<file path="src/rtl/dlc_pkg.sv">
package dlc_pkg;

  typedef enum logic [1:0] {
    MODE_PERIODIC = 2'd0,
    MODE_STAGGER  = 2'd1,
    MODE_HOLD     = 2'd2,
    MODE_RSVD     = 2'd3
  } dlc_mode_e;

  typedef enum logic [1:0] {
    ST_IDLE = 2'd0,
    ST_ARM  = 2'd1,
    ST_LOCK = 2'd2
  } dlc_state_e;

  // Active-high internal view of the four buffer controls.
  typedef struct packed {
    logic wr_rst;
    logic rd_rst;
    logic wr_en;
    logic rd_en;
  } dlc_strb_t;

endpackage

</file>
<file path="src/rtl/dlc_req_check.sv">
module dlc_req_check #(
  parameter int DEPTH     = 5120,
  parameter int MIN_DELAY = 21,
  parameter int LEN_W     = 13
) (
  input  logic [1:0]       mode,
  input  logic [LEN_W-1:0] delay_len,
  output logic             req_ok
);
  import dlc_pkg::*;

  localparam logic [LEN_W-1:0] LO = LEN_W'(MIN_DELAY);
  localparam logic [LEN_W-1:0] HI = LEN_W'(DEPTH);

  logic len_ok;
  logic mode_ok;

  always_comb begin
    len_ok  = (delay_len >= LO) && (delay_len <= HI);
    mode_ok = (dlc_mode_e'(mode) != MODE_RSVD);
    req_ok  = len_ok && mode_ok;
  end

endmodule

</file>
<file path="src/rtl/dlc_phase_cnt.sv">
module dlc_phase_cnt #(
  parameter int LEN_W = 13
) (
  input  logic             clk,
  input  logic             rst_n,
  input  logic             clear,
  input  logic             run,
  input  logic             wrap,
  input  logic [LEN_W-1:0] period,
  output logic             hit
);

  logic [LEN_W-1:0] cnt_q;
  logic [LEN_W-1:0] last;

  always_comb begin
    last = period - LEN_W'(1);
    hit  = (cnt_q == last);
  end

  always_ff @(posedge clk or negedge rst_n) begin
    if (!rst_n) begin
      cnt_q <= '0;
    end else if (clear) begin
      cnt_q <= '0;
    end else if (run) begin
      if (hit) begin
        if (wrap) cnt_q <= '0;
      end else begin
        cnt_q <= cnt_q + LEN_W'(1);
      end
    end
  end

endmodule

</file>
<file path="src/rtl/dlc_sequencer.sv">
module dlc_sequencer (
  input  logic                  start,
  input  logic                  req_ok,
  input  dlc_pkg::dlc_mode_e    mode_in,
  input  dlc_pkg::dlc_mode_e    mode_q,
  input  dlc_pkg::dlc_state_e   state_q,
  input  dlc_pkg::dlc_strb_t    strb_q,
  input  logic                  err_q,
  input  logic                  locked_q,
  input  logic                  hit,
  output dlc_pkg::dlc_state_e   state_d,
  output dlc_pkg::dlc_strb_t    strb_d,
  output logic                  err_d,
  output logic                  locked_d,
  output logic                  cnt_run,
  output logic                  cnt_wrap
);
  import dlc_pkg::*;

  always_comb begin
    state_d       = state_q;
    err_d         = err_q;
    locked_d      = locked_q;
    strb_d.wr_rst = 1'b0;
    strb_d.rd_rst = 1'b0;
    strb_d.wr_en  = strb_q.wr_en;
    strb_d.rd_en  = strb_q.rd_en;

    if (start) begin
      locked_d = 1'b0;
      if (req_ok) begin
        state_d       = ST_ARM;
        err_d         = 1'b0;
        strb_d.wr_rst = 1'b1;
        strb_d.rd_rst = (mode_in != MODE_STAGGER);
        strb_d.wr_en  = 1'b1;
        strb_d.rd_en  = (mode_in != MODE_HOLD);
      end else begin
        state_d      = ST_IDLE;
        err_d        = 1'b1;
        strb_d.wr_en = 1'b0;
        strb_d.rd_en = 1'b0;
      end
    end else begin
      unique case (state_q)
        ST_ARM: begin
          if (hit) begin
            state_d  = ST_LOCK;
            locked_d = 1'b1;
            unique case (mode_q)
              MODE_PERIODIC: begin
                strb_d.wr_rst = 1'b1;
                strb_d.rd_rst = 1'b1;
              end
              MODE_STAGGER: strb_d.rd_rst = 1'b1;
              MODE_HOLD:    strb_d.rd_en  = 1'b1;
              default: ;
            endcase
          end
        end
        ST_LOCK: begin
          if (hit && (mode_q == MODE_PERIODIC)) begin
            strb_d.wr_rst = 1'b1;
            strb_d.rd_rst = 1'b1;
          end
        end
        default: ;
      endcase
    end
  end

  always_comb begin
    cnt_wrap = (mode_q == MODE_PERIODIC);
    cnt_run  = (state_q == ST_ARM) || ((state_q == ST_LOCK) && cnt_wrap);
  end

endmodule

</file>
<file path="src/rtl/dlc_delay_ctrl.sv">
module dlc_delay_ctrl #(
  parameter int DEPTH     = 5120,
  parameter int MIN_DELAY = 21,
  parameter int LEN_W     = $clog2(DEPTH + 1)
) (
  input  logic             clk,
  input  logic             rst_n,
  input  logic             start,
  input  logic [1:0]       mode,
  input  logic [LEN_W-1:0] delay_len,
  output logic             wr_rst_n,
  output logic             rd_rst_n,
  output logic             wr_en_n,
  output logic             rd_en_n,
  output logic             err,
  output logic             locked
);
  import dlc_pkg::*;

  dlc_state_e       state_q, state_d;
  dlc_mode_e        mode_q;
  dlc_strb_t        strb_q, strb_d;
  logic [LEN_W-1:0] len_q;
  logic             err_q, err_d;
  logic             locked_q, locked_d;
  logic             req_ok;
  logic             hit;
  logic             cnt_run, cnt_wrap;

  dlc_req_check #(
    .DEPTH     (DEPTH),
    .MIN_DELAY (MIN_DELAY),
    .LEN_W     (LEN_W)
  ) u_check (
    .mode      (mode),
    .delay_len (delay_len),
    .req_ok    (req_ok)
  );

  dlc_phase_cnt #(
    .LEN_W (LEN_W)
  ) u_cnt (
    .clk    (clk),
    .rst_n  (rst_n),
    .clear  (start),
    .run    (cnt_run),
    .wrap   (cnt_wrap),
    .period (len_q),
    .hit    (hit)
  );

  dlc_sequencer u_seq (
    .start    (start),
    .req_ok   (req_ok),
    .mode_in  (dlc_mode_e'(mode)),
    .mode_q   (mode_q),
    .state_q  (state_q),
    .strb_q   (strb_q),
    .err_q    (err_q),
    .locked_q (locked_q),
    .hit      (hit),
    .state_d  (state_d),
    .strb_d   (strb_d),
    .err_d    (err_d),
    .locked_d (locked_d),
    .cnt_run  (cnt_run),
    .cnt_wrap (cnt_wrap)
  );

  always_ff @(posedge clk or negedge rst_n) begin
    if (!rst_n) begin
      state_q  <= ST_IDLE;
      mode_q   <= MODE_PERIODIC;
      len_q    <= LEN_W'(MIN_DELAY);
      strb_q   <= '0;
      err_q    <= 1'b0;
      locked_q <= 1'b0;
    end else begin
      state_q  <= state_d;
      strb_q   <= strb_d;
      err_q    <= err_d;
      locked_q <= locked_d;
      if (start && req_ok) begin
        mode_q <= dlc_mode_e'(mode);
        len_q  <= delay_len;
      end
    end
  end

  always_comb begin
    wr_rst_n = ~strb_q.wr_rst;
    rd_rst_n = ~strb_q.rd_rst;
    wr_en_n  = ~strb_q.wr_en;
    rd_en_n  = ~strb_q.rd_en;
    err      = err_q;
    locked   = locked_q;
  end

endmodule

</file>
<file path="config.mk">
export PLATFORM = sky130hd
export DESIGN_NAME = dlc_delay_ctrl
export DESIGN_NICKNAME = d
export VERILOG_FILES = /design/src/rtl/dlc_pkg.sv /design/src/rtl/dlc_req_check.sv /design/src/rtl/dlc_phase_cnt.sv /design/src/rtl/dlc_sequencer.sv /design/src/rtl/dlc_delay_ctrl.sv
export SDC_FILE = /design/constraint.sdc
export NUM_CORES = 1
export LEC_CHECK = 0
export BUFFER_PORTS_ARGS = -buffer_cell sky130_fd_sc_hd__buf_2
export CAP_MARGIN = 15
export CORE_MARGIN = 2
export CORE_UTILIZATION = 55
export CTS_BUF_LIST = sky130_fd_sc_hd__clkbuf_2
export DETAILED_ROUTE_END_ITERATION = 10
export GPL_TIMING_DRIVEN = 0
export PLACE_DENSITY = 0.75
export SETUP_SLACK_MARGIN = 0.02
export SYNTH_ARGS = -nofsm -noshare
export SYNTH_HDL_FRONTEND = slang
export SYNTH_SLANG_ARGS = --single-unit
</file>
<file path="constraint.sdc">
create_clock -name clk -period 3.4 [get_ports clk]
set_clock_uncertainty 0.15 [all_clocks]
set_input_delay 0.17 -clock clk [delete_from_list [all_inputs] [get_ports clk]]
set_output_delay 0.17 -clock clk [all_outputs]
set_load 0.01 [all_outputs]
</file>
==> summary.txt <==
Run status
  – Status: finished, final reports clean

Routing
  – Drt first pass iters: 4
  – Antenna viol nets, final: 0
  – DRC viols: 0
  – Final WL: between 5 and 6 mm
  – WL per Instance: ~16 µm
  – Via count: roughly 2,100
  – 1st-iter DRT viols: approximately 130
  – Vias/cell: ~6.0

STA
  – Fmax: between 300 and 400 MHz
  – Final setup margin: roughly 0.22 ns
  – Fin crit share: 93.4%
  – Worst rel slew slack: roughly half
  – Final setup violating endpoints: 0
  – Worst Tran Pin Value: around 0.8 ns
  – Final hold violation count: 0
  – Period minus WS final: roughly 3.2 ns
  – Max Slew Vio Count: 0
  – Setup TNS: 0 ns
  – RSZ-0062 raised after global routing: false

Logic synthesis
  – Share of the synthesized area in the top cell type: between 30% and 40%
  – Cell variety after synth: 61
  – Gate Count Post-Synth: approximately 250
  – Largest area contributor in the synthesized netlist: dfrtp_1
  – Syn nets: between 200 and 300
  – Area contributors post-synth: dfrtp_1 34%, mux2_1 6.8%, dfstp_2 3.4%, inv_1 3.2%, xor2_1 3.0%
  – Post-synth EDFFs: 0
  – Mapped cell area: around 2300 µm²
  – Register area share after synthesis: a little under two fifths
  – Top_reg_cell synth: dfrtp_1
  – Register bit total from synthesis: 35
  – Async SR Flop Fraction: between 90% and 100%
  – Syn avg cell area: 9.30 µm²
  – YS warnings: 0

CTS
  – Hold-fix buffers, CTS: 15
  – Post-cts resize count: 0
  – Buffer count from post-CTS setup fixing: 0
  – Reg clk slew, reported paths: around 0.2 ns
  – H-tree levels: 2
  – Root Buffer: clkbuf_2
  – Clock tree from TritonCTS: built
  – # clock sinks: 35
  – Clk_lat worst skew: 0.40 ns
  – Max Buffers Root-to-Sink: 2
  – CTS buffer count: 5

Placed design
  – # port buffers: 23
  – Placement Setup Slack: between 0.2 and 0.3 ns
  – Placed Cells: 324
  – DP HPWL: about 3.9 mm
  – GPL Wtd Cong: 0.888

Floorplan
  – Die Wd: approximately 70 µm
  – Die Y: ~70 µm
  – Initial core utilization: ~58%
  – Row count: 23
  – Io pins: 24
  – Die area: approximately 4800 µm²
  – CORE AREA: slightly above 4000 µm²

Global route
  – GRT Util Overall: around a quarter
  – GR Overflow Total: 0
  – Initial antenna violation count: 0
  – Pin count of the biggest net entering global routing: 36
  – First-pass GRT wire length: slightly below 10 mm
  – Vias in the first global route: a little over 2,000

Layout
  – Ratio of cells with drive above 1 in the final layout: 16.8%
  – Area grow syn2layout: 16.0%
  – Fillers: 322
  – Non-filler cells, final: 347
  – Ant. Diodes: 0
  – Final nets: ~320

Power and ir drop
  – Peak VDD IR: around 0.00030 V
  – Leakage Power: roughly 1.1 nW
  – Power Dens Cells: around 400 nW/µm²

Worst setup path
  – Startpoint types: flop
  – Crit-path max FO: 10
  – Critical path class: flop to flop
  – Critical Path End Type: flop
  – Critical Path RT: 3.54 ns
  – Data arrival time of the worst path: between 3 and 4 ns

Flow run
  – Max cap viols: 0

Worst hold path
  – Worst Hold Class: input port to flop
-- metrics by stage --
stage	hold slack, ns	instance area (µm²)	utilization (%)	power, W
2_1_floorplan	-0.276	2330	-	0.000786
3_3_place_gp	0.146	2510	62.3	0.000869
3_5_place_dp	0.153	2510	62.3	0.000880
4_1_cts	0.0990	2710	67.2	0.00110
5_1_grt	0.154	2710	67.2	0.00117
6_report	0.128	2710	67.2	0.00110
-- path summary, 6_finish.rpt --
path | from | to | slack, ns | cells after the start
max | len_q[0] | u_cnt.cnt_q[3] | 0.22 | 10
min | mode[1] | strb_q[0] | 0.13 | 4
max reg2reg | len_q[0] | u_cnt.cnt_q[3] | 0.22 | 10
min reg2reg | err | err | 0.40 | 2
max in group asynchronous | rst_n | strb_q[2] | 2.41 | 2
min in group asynchronous | rst_n | u_cnt.cnt_q[4] | 0.20 | 2
-- kinds of logic (layout without fill, tap and decap cells) --
logic type,Yosys count,count (layout),share of synthesized area (%)
AO/OA/AOI/OAI,65,65,20.6
XOR/XNOR,12,12,4.50
adder cells (fa/ha/maj),4,4,2.14
buffers and inverters,34,80,6.11
flip-flops,35,35,37.7
multiplexers,16,16,8.04
AND/OR/NAND/NOR,85,85,20.9
-- cell usage in the layout (no fill, tap or decap), types with 6 or more instances in the layout --
| master | count |
|---|---|
| nor2_1 | 13 |
| or3_1 | 9 |
| buf_2 | 23 |
| dfrtp_1 | 32 |
| and3_1 | 7 |
| nor3_1 | 6 |
| mux2_1 | 14 |
| nand4_1 | 9 |
| xor2_1 | 8 |
| nand2_1 | 13 |
| dlygate4sd3_1 | 15 |
| inv_1 | 20 |
| clkbuf_1 | 8 |
| a21oi_1 | 11 |
| o21ai_1 | 13 |
-- metal layers --
layer	track usage, %	share of wire, %	vias up
met4	7.63	1.1	0
met3	4.97	3.5	6
met2	38.8	47	45
met1	34.4	48	1021
met5	0	0	-
li1	-	-	1015
-- worst max-delay path, cell delays in order (launching register included) --
cell	delay [ns]
dfstp_2	0.56
clkbuf_1	0.31
inv_1	0.10
ha_1	0.28
nand2b_1	0.13
nor2_1	0.09
a2111o_1	0.38
a32oi_2	0.34
o211ai_4	0.21
o21ai_2	0.44
a21oi_1	0.08
-- flip-flops by register name, summed over array words and instances, names as in the netlist --
| name | flops |
|---|---|
| state_q | 2 |
| u_cnt.cnt_q | 13 |
| err | 1 |
| mode_q | 2 |
| len_q | 13 |
| strb_q | 4 |
-- cells in the mapped netlist (all sizes together) (2+ instances only) --
library cell,n
or4,5
dfstp,3
or3,9
nor3,6
clkbuf,8
nor2,13
o31ai,2
buf,6
a21oi,11
and3,7
a21boi,2
xor2,8
dfrtp,32
nand2,14
a31oi,2
nand4,9
nand2b,3
nand3,5
xnor2,4
o21ai,19
inv,20
a22oi,2
ha,4
or2,3
o21a,2
nor2b,5
o211ai,5
a32oi,3
mux2,16
o311ai,3
-- power breakdown --
part	leakage [nW]	switching [W]	internal, W
logic	0.642	0.000187	0.000160
registers	0.439	0.0000656	0.000478
clock network	0.0250	0.000159	0.0000487
-- layout make-up --
class                      count  area, µm²  area share, %
sequential                    35        880           32.5
multi-input combinational    182       1310           48.5
timing repair buffer          38        265           9.80
inverter                      20       75.1           2.77
tap                           50       62.6           2.31
clock inverter                 3       20.0          0.740
clock buffer                   5       25.0          0.925
buffer                        14       67.6           2.50
(Power assumes the default switching activity.)
